$ cat config.mk
export PLATFORM = sky130hd
export DESIGN_NAME = irq_selector
export DESIGN_NICKNAME = d
export VERILOG_FILES = /design/src/rtl/irq_sel_pkg.sv /design/src/rtl/irq_pend_bank.sv /design/src/rtl/irq_gate.sv /design/src/rtl/irq_prio.sv /design/src/rtl/irq_selector.sv
export SDC_FILE = /design/constraint.sdc
export NUM_CORES = 1
export LEC_CHECK = 0
export BUFFER_PORTS_ARGS = -buffer_cell sky130_fd_sc_hd__buf_4
export CAP_MARGIN = 20
export CORE_MARGIN = 1
export CORE_UTILIZATION = 40
export CTS_BUF_LIST = sky130_fd_sc_hd__clkbuf_4
export DETAILED_ROUTE_END_ITERATION = 12
export GPL_TIMING_DRIVEN = 0
export PLACE_DENSITY_LB_ADDON = 0.25
export SYNTH_ARGS = -nofsm -noshare
export SYNTH_HDL_FRONTEND = slang
export SYNTH_SLANG_ARGS = --single-unit
$ cat constraint.sdc
create_clock -name clk -period 3.3 [get_ports clk]
set_input_delay 0.66 -clock clk [delete_from_list [all_inputs] [get_ports clk]]
set_output_delay 0.66 -clock clk [all_outputs]
set_load 0.01 [all_outputs]
$ cat src/rtl/irq_sel_pkg.sv
package irq_sel_pkg;
  localparam int NSRC = 13;
  localparam int CW   = $clog2(NSRC);

  localparam int IDX_RST   = 0;
  localparam int IDX_MCK   = 1;
  localparam int IDX_HDEC  = 2;
  localparam int IDX_EXT   = 3;
  localparam int IDX_CEXT  = 4;
  localparam int IDX_DEC   = 9;

  typedef enum logic [1:0] {
    CLR_ALWAYS = 2'd0,
    CLR_NEVER  = 2'd1,
    CLR_CFG    = 2'd2
  } clr_pol_e;

  // clear-on-delivery policy per source
  function automatic clr_pol_e clr_policy(int idx);
    if (idx == IDX_EXT || idx == IDX_CEXT) return CLR_NEVER;
    if (idx == IDX_DEC) return CLR_CFG;
    return CLR_ALWAYS;
  endfunction
endpackage

$ cat src/rtl/irq_pend_bank.sv
module irq_pend_bank #(
  parameter int N = 13
) (
  input  logic         clk,
  input  logic         rst,
  input  logic [N-1:0] set_i,
  input  logic [N-1:0] clr_i,
  output logic [N-1:0] pend_o
);
  for (genvar i = 0; i < N; i++) begin : g_bit
    logic q;
    always_ff @(posedge clk) begin
      if (rst)           q <= 1'b0;
      else if (set_i[i]) q <= 1'b1;   // set beats every clear source
      else if (clr_i[i]) q <= 1'b0;
    end
    assign pend_o[i] = q;
  end
endmodule

$ cat src/rtl/irq_gate.sv
module irq_gate
  import irq_sel_pkg::*;
#(
  parameter int N      = NSRC,
  parameter bit HAS_HV = 1'b1
) (
  input  logic [N-1:0] pend_i,
  input  logic         ext_en_i,
  input  logic         crit_en_i,
  input  logic         hv_state_i,
  input  logic         hdec_en_i,
  input  logic         ext_to_hv_i,
  input  logic         dec_clr_cfg_i,
  output logic [N-1:0] elig_o,
  output logic [N-1:0] autoclr_o
);
  logic hdec_ok, ext_ok;
  assign hdec_ok = hdec_en_i && (ext_en_i || !hv_state_i);
  assign ext_ok  = ext_en_i || (HAS_HV && !hv_state_i && !ext_to_hv_i);

  for (genvar i = 0; i < N; i++) begin : g_src
    logic en;
    if (i == IDX_RST || i == IDX_MCK) begin : g_nmi
      assign en = 1'b1;
    end else if (i == IDX_HDEC) begin : g_hdec
      assign en = hdec_ok;
    end else if (i == IDX_EXT) begin : g_ext
      assign en = ext_ok;
    end else if (i == IDX_CEXT) begin : g_cext
      assign en = crit_en_i;
    end else begin : g_ee
      assign en = ext_en_i;
    end
    assign elig_o[i] = pend_i[i] && en;

    if (clr_policy(i) == CLR_NEVER) begin : g_keep
      assign autoclr_o[i] = 1'b0;
    end else if (clr_policy(i) == CLR_CFG) begin : g_cfg
      assign autoclr_o[i] = dec_clr_cfg_i;
    end else begin : g_clr
      assign autoclr_o[i] = 1'b1;
    end
  end
endmodule

$ cat src/rtl/irq_prio.sv
module irq_prio #(
  parameter int N  = 13,
  parameter int CW = $clog2(N)
) (
  input  logic [N-1:0]  elig_i,
  output logic          any_o,
  output logic [CW-1:0] idx_o,
  output logic [N-1:0]  grant_o
);
  always_comb begin
    any_o = 1'b0;
    idx_o = '0;
    for (int i = N - 1; i >= 0; i--) begin
      if (elig_i[i]) begin
        any_o = 1'b1;
        idx_o = CW'(i);
      end
    end
  end

  always_comb begin
    for (int i = 0; i < N; i++) grant_o[i] = any_o && (idx_o == CW'(i));
  end
endmodule

$ cat src/rtl/irq_selector.sv
module irq_selector
  import irq_sel_pkg::*;
#(
  parameter bit HAS_HV = 1'b1
) (
  input  logic            clk,
  input  logic            rst,
  input  logic [NSRC-1:0] set_i,
  input  logic [NSRC-1:0] clr_i,
  input  logic            ext_en_i,
  input  logic            crit_en_i,
  input  logic            hv_state_i,
  input  logic            hdec_en_i,
  input  logic            ext_to_hv_i,
  input  logic            dec_clr_cfg_i,
  input  logic            pwr_save_i,
  output logic            valid_o,
  output logic [CW-1:0]   cause_o,
  output logic [NSRC-1:0] pending_o
);
  logic [NSRC-1:0] pend, elig, autoclr, grant, pmask, clr_all;
  logic            any;
  logic [CW-1:0]   idx;

  irq_gate #(.N(NSRC), .HAS_HV(HAS_HV)) u_gate (
    .pend_i(pend), .ext_en_i(ext_en_i), .crit_en_i(crit_en_i),
    .hv_state_i(hv_state_i), .hdec_en_i(hdec_en_i),
    .ext_to_hv_i(ext_to_hv_i), .dec_clr_cfg_i(dec_clr_cfg_i),
    .elig_o(elig), .autoclr_o(autoclr)
  );

  irq_prio #(.N(NSRC), .CW(CW)) u_prio (
    .elig_i(elig), .any_o(any), .idx_o(idx), .grant_o(grant)
  );

  always_comb begin
    pmask = '0;
    pmask[IDX_HDEC] = pwr_save_i;
  end

  assign clr_all = (grant & autoclr) | clr_i | pmask;

  irq_pend_bank #(.N(NSRC)) u_bank (
    .clk(clk), .rst(rst), .set_i(set_i), .clr_i(clr_all), .pend_o(pend)
  );

  always_ff @(posedge clk) begin
    if (rst) begin
      valid_o <= 1'b0;
      cause_o <= '0;
    end else begin
      valid_o <= any;
      cause_o <= idx;
    end
  end

  assign pending_o = pend;
endmodule

==> run metrics <==
status finished, final reports clean; R2R Path End u_bank.g_bit[8].q; Fillers 236; Routed Antenna Nets 0; worst-margin pin slew between 0.4 and 0.5 ns; Net count, final 217; max_cap viols 0; post-route setup slack approximately 1.6 ns; Initial Utilization between 40% and 50%; Highest Clock Rate slightly below 0.6 GHz; Worst R2R Path Depth 5; first-pass GRT wire length approximately 4200 um; full die area around 3000 um2; gr usage total between 20% and 30%; commonest non-fill, non-tap cell in the layout buf_4; Post-synth EDFFs 0; CTS tree yes; Post-CTS Hold Fix Bufs 0; worst hold stages 2; # diodes 0; CTS Root Cell clkbuf_4; Net Sw Power roughly 0.16 mW; final global-route overflow total 0; cell area after layout around 1500 um2; combinational power share 31.2%; clk slew on worst S/H paths around 0.10 ns; Hold WS roughly 0.55 ns; reg2reg start u_bank.g_bit[8].q; Reg power frac between 40% and 50%; Crit path arrival time between 1 and 1.5 ns; startpoint class of the critical path flop; Longest Clk Path Bufs 2; number of core rows 18; Top-Level Pins 53; routability cong. around 0.80; Seq cells post-synth 18; pwr/cell area approximately 340 nW/um2; CTS resizes 0; final period utilization 52.0%; H-tree Lvls 1; clock network power share between 20 and 25%; Reg2Reg Setup Slack 1.76 ns; Worst Hold Launch u_bank.g_bit[12].q; post-DP HPWL roughly 2200 um; Setup crit end kind primary output; top_reg_cell synth dfxtp_1; clock sinks 18; fraction of registers with async set or reset after synthesis 0%; Overall Power 0.526 mW; Crit Path Class flop to primary output; Hold WC Path Type flop to flop; endpoint of the worst hold path u_bank.g_bit[12].q; initial antenna violation count 0; Slew HR between 60% and 70%; Pleak roughly 0.73 nW; port bufs slightly below 50; Vias ~1,100; largest fanout on the critical path 6; iteration-0 DRC count of the detailed router 19; vias in the first global route ~1,100; placed cell area approximately 1500 um2; Num CTS Buffers 3; Sw Share approximately 31%; Setup TNS 0 ns; first-pass iteration count of the detailed router 4; RSZ-0062 raised after global routing no; post-synthesis cell area about 1100 um2; Synthesis Warnings 0; Area Growth Syn to Fin 38.7%; Setup Skew 0.00121 ns; Critical Path RT around 2.6 ns; Seq/Total Area, Yosys approximately a third; largest net degree at the start of global routing 11; layout cell share with drive strength beyond 1 a little under half; Avg Cell Area, Syn approximately 8.7 um2; Register Area about 360 um2; Finish-stage setup viols 0; Post-CTS Setup Bufs 0; final hold viol count 0; count of cell types in the netlist 40; Clock Latency Late Sink 0.29 ns; die width roughly 55 um; peak supply drop ~0.25 mV; Core Footprint between 2000 and 3000 um2; Final Critical Period between 1.5 and 2 ns; Die Ht 54.8 um; WL per Instance between 10 and 15 um; WL final about 2700 um; Mapped Cells between 100 and 150; pre-CTS WS 1.36 ns; P_int about 0.37 mW; vias per cell between 5 and 6; area of the multi-input gates 589 um2; most frequent cells in the layout buf_4 (62), dfxtp_1 (18), nor2_1 (14); DRC violations left 0; Slew Limit Fails 0; Net Count, Synth 163
==> registers in the layout (all words and copies together) (netlist names) <==
register / cells
valid_o: 1
cause_o: 4
u_bank.g_bit.q: 13
==> power by group through the flow <==
stage	clock, mW	sequential, mW	combinational, mW
after floorplan	0	0.251	0.0946
after detailed placement	0	0.253	0.164
after CTS	0.116	0.248	0.164
after global routing	0.125	0.250	0.179
final	0.114	0.248	0.164
after global placement	0	0.252	0.159
==> synth_stat cells, types with 3 or more instances <==
| master | count | area, um2 |
|---|---|---|
| nor2_1 | 14 | 52.6 |
| a211oi_1 | 3 | 22.5 |
| a21oi_1 | 13 | 65.1 |
| nand2b_1 | 3 | 18.8 |
| buf_4 | 13 | 97.6 |
| nand2_1 | 6 | 22.5 |
| dfxtp_1 | 18 | 360 |
| inv_1 | 13 | 48.8 |
| nor3_1 | 3 | 15.0 |
| nor2b_1 | 3 | 18.8 |
==> logic make-up after synthesis <==
family	synth area share, %
DFF	32.3
buffers and inverters	14.8
and+or+nand+nor	21.8
AOI/OAI and AO/OA	31.1
==> critical path, cell delays in order, from the launching register on <==
cell and delay (ns):
dfxtp_1 0.50, buf_4 0.16, buf_4 0.10
==> final cells by class <==
| class | count | share of cell area [%] |
|---|---|---|
| flip-flops and latches | 18 | 23.3 |
| clock buffers | 3 | 1.46 |
| clock inverters | 1 | 0.243 |
| multi-input cells | 81 | 38.1 |
| inverters | 13 | 3.16 |
| plain buffers | 16 | 7.52 |
| well taps | 30 | 2.43 |
| repair buffers | 49 | 23.8 |
==> metrics by stage <==
| step | utilization (%) | std cells |
|---|---|---|
| 3_3_place_gp | 59.7 | 207 |
| 2_1_floorplan | - | 128 |
| 5_1_grt | 60.8 | 211 |
| 6_report | 60.8 | 211 |
| 4_1_cts | 60.8 | 211 |
| 3_5_place_dp | 59.7 | 207 |
==> metal layers <==
layer,GRT usage [%],up-vias,wire length (um)
li1,-,543,-
met1,20.9,506,1070
met2,37.1,40,1440
met3,3.33,10,155
met4,11.1,0,68
met5,0,-,0
==> worst max path at each step <==
| stage | from | to |
|---|---|---|
| global placement | hdec_en_i | u_bank.g_bit[6].q |
| CTS | u_bank.g_bit[7].q | pending_o[7] |
| floorplan | ext_en_i | u_bank.g_bit[8].q |
| global route | u_bank.g_bit[7].q | pending_o[7] |
| finish | u_bank.g_bit[7].q | pending_o[7] |
| detailed placement | hdec_en_i | u_bank.g_bit[9].q |
(Power assumes the default switching activity.)
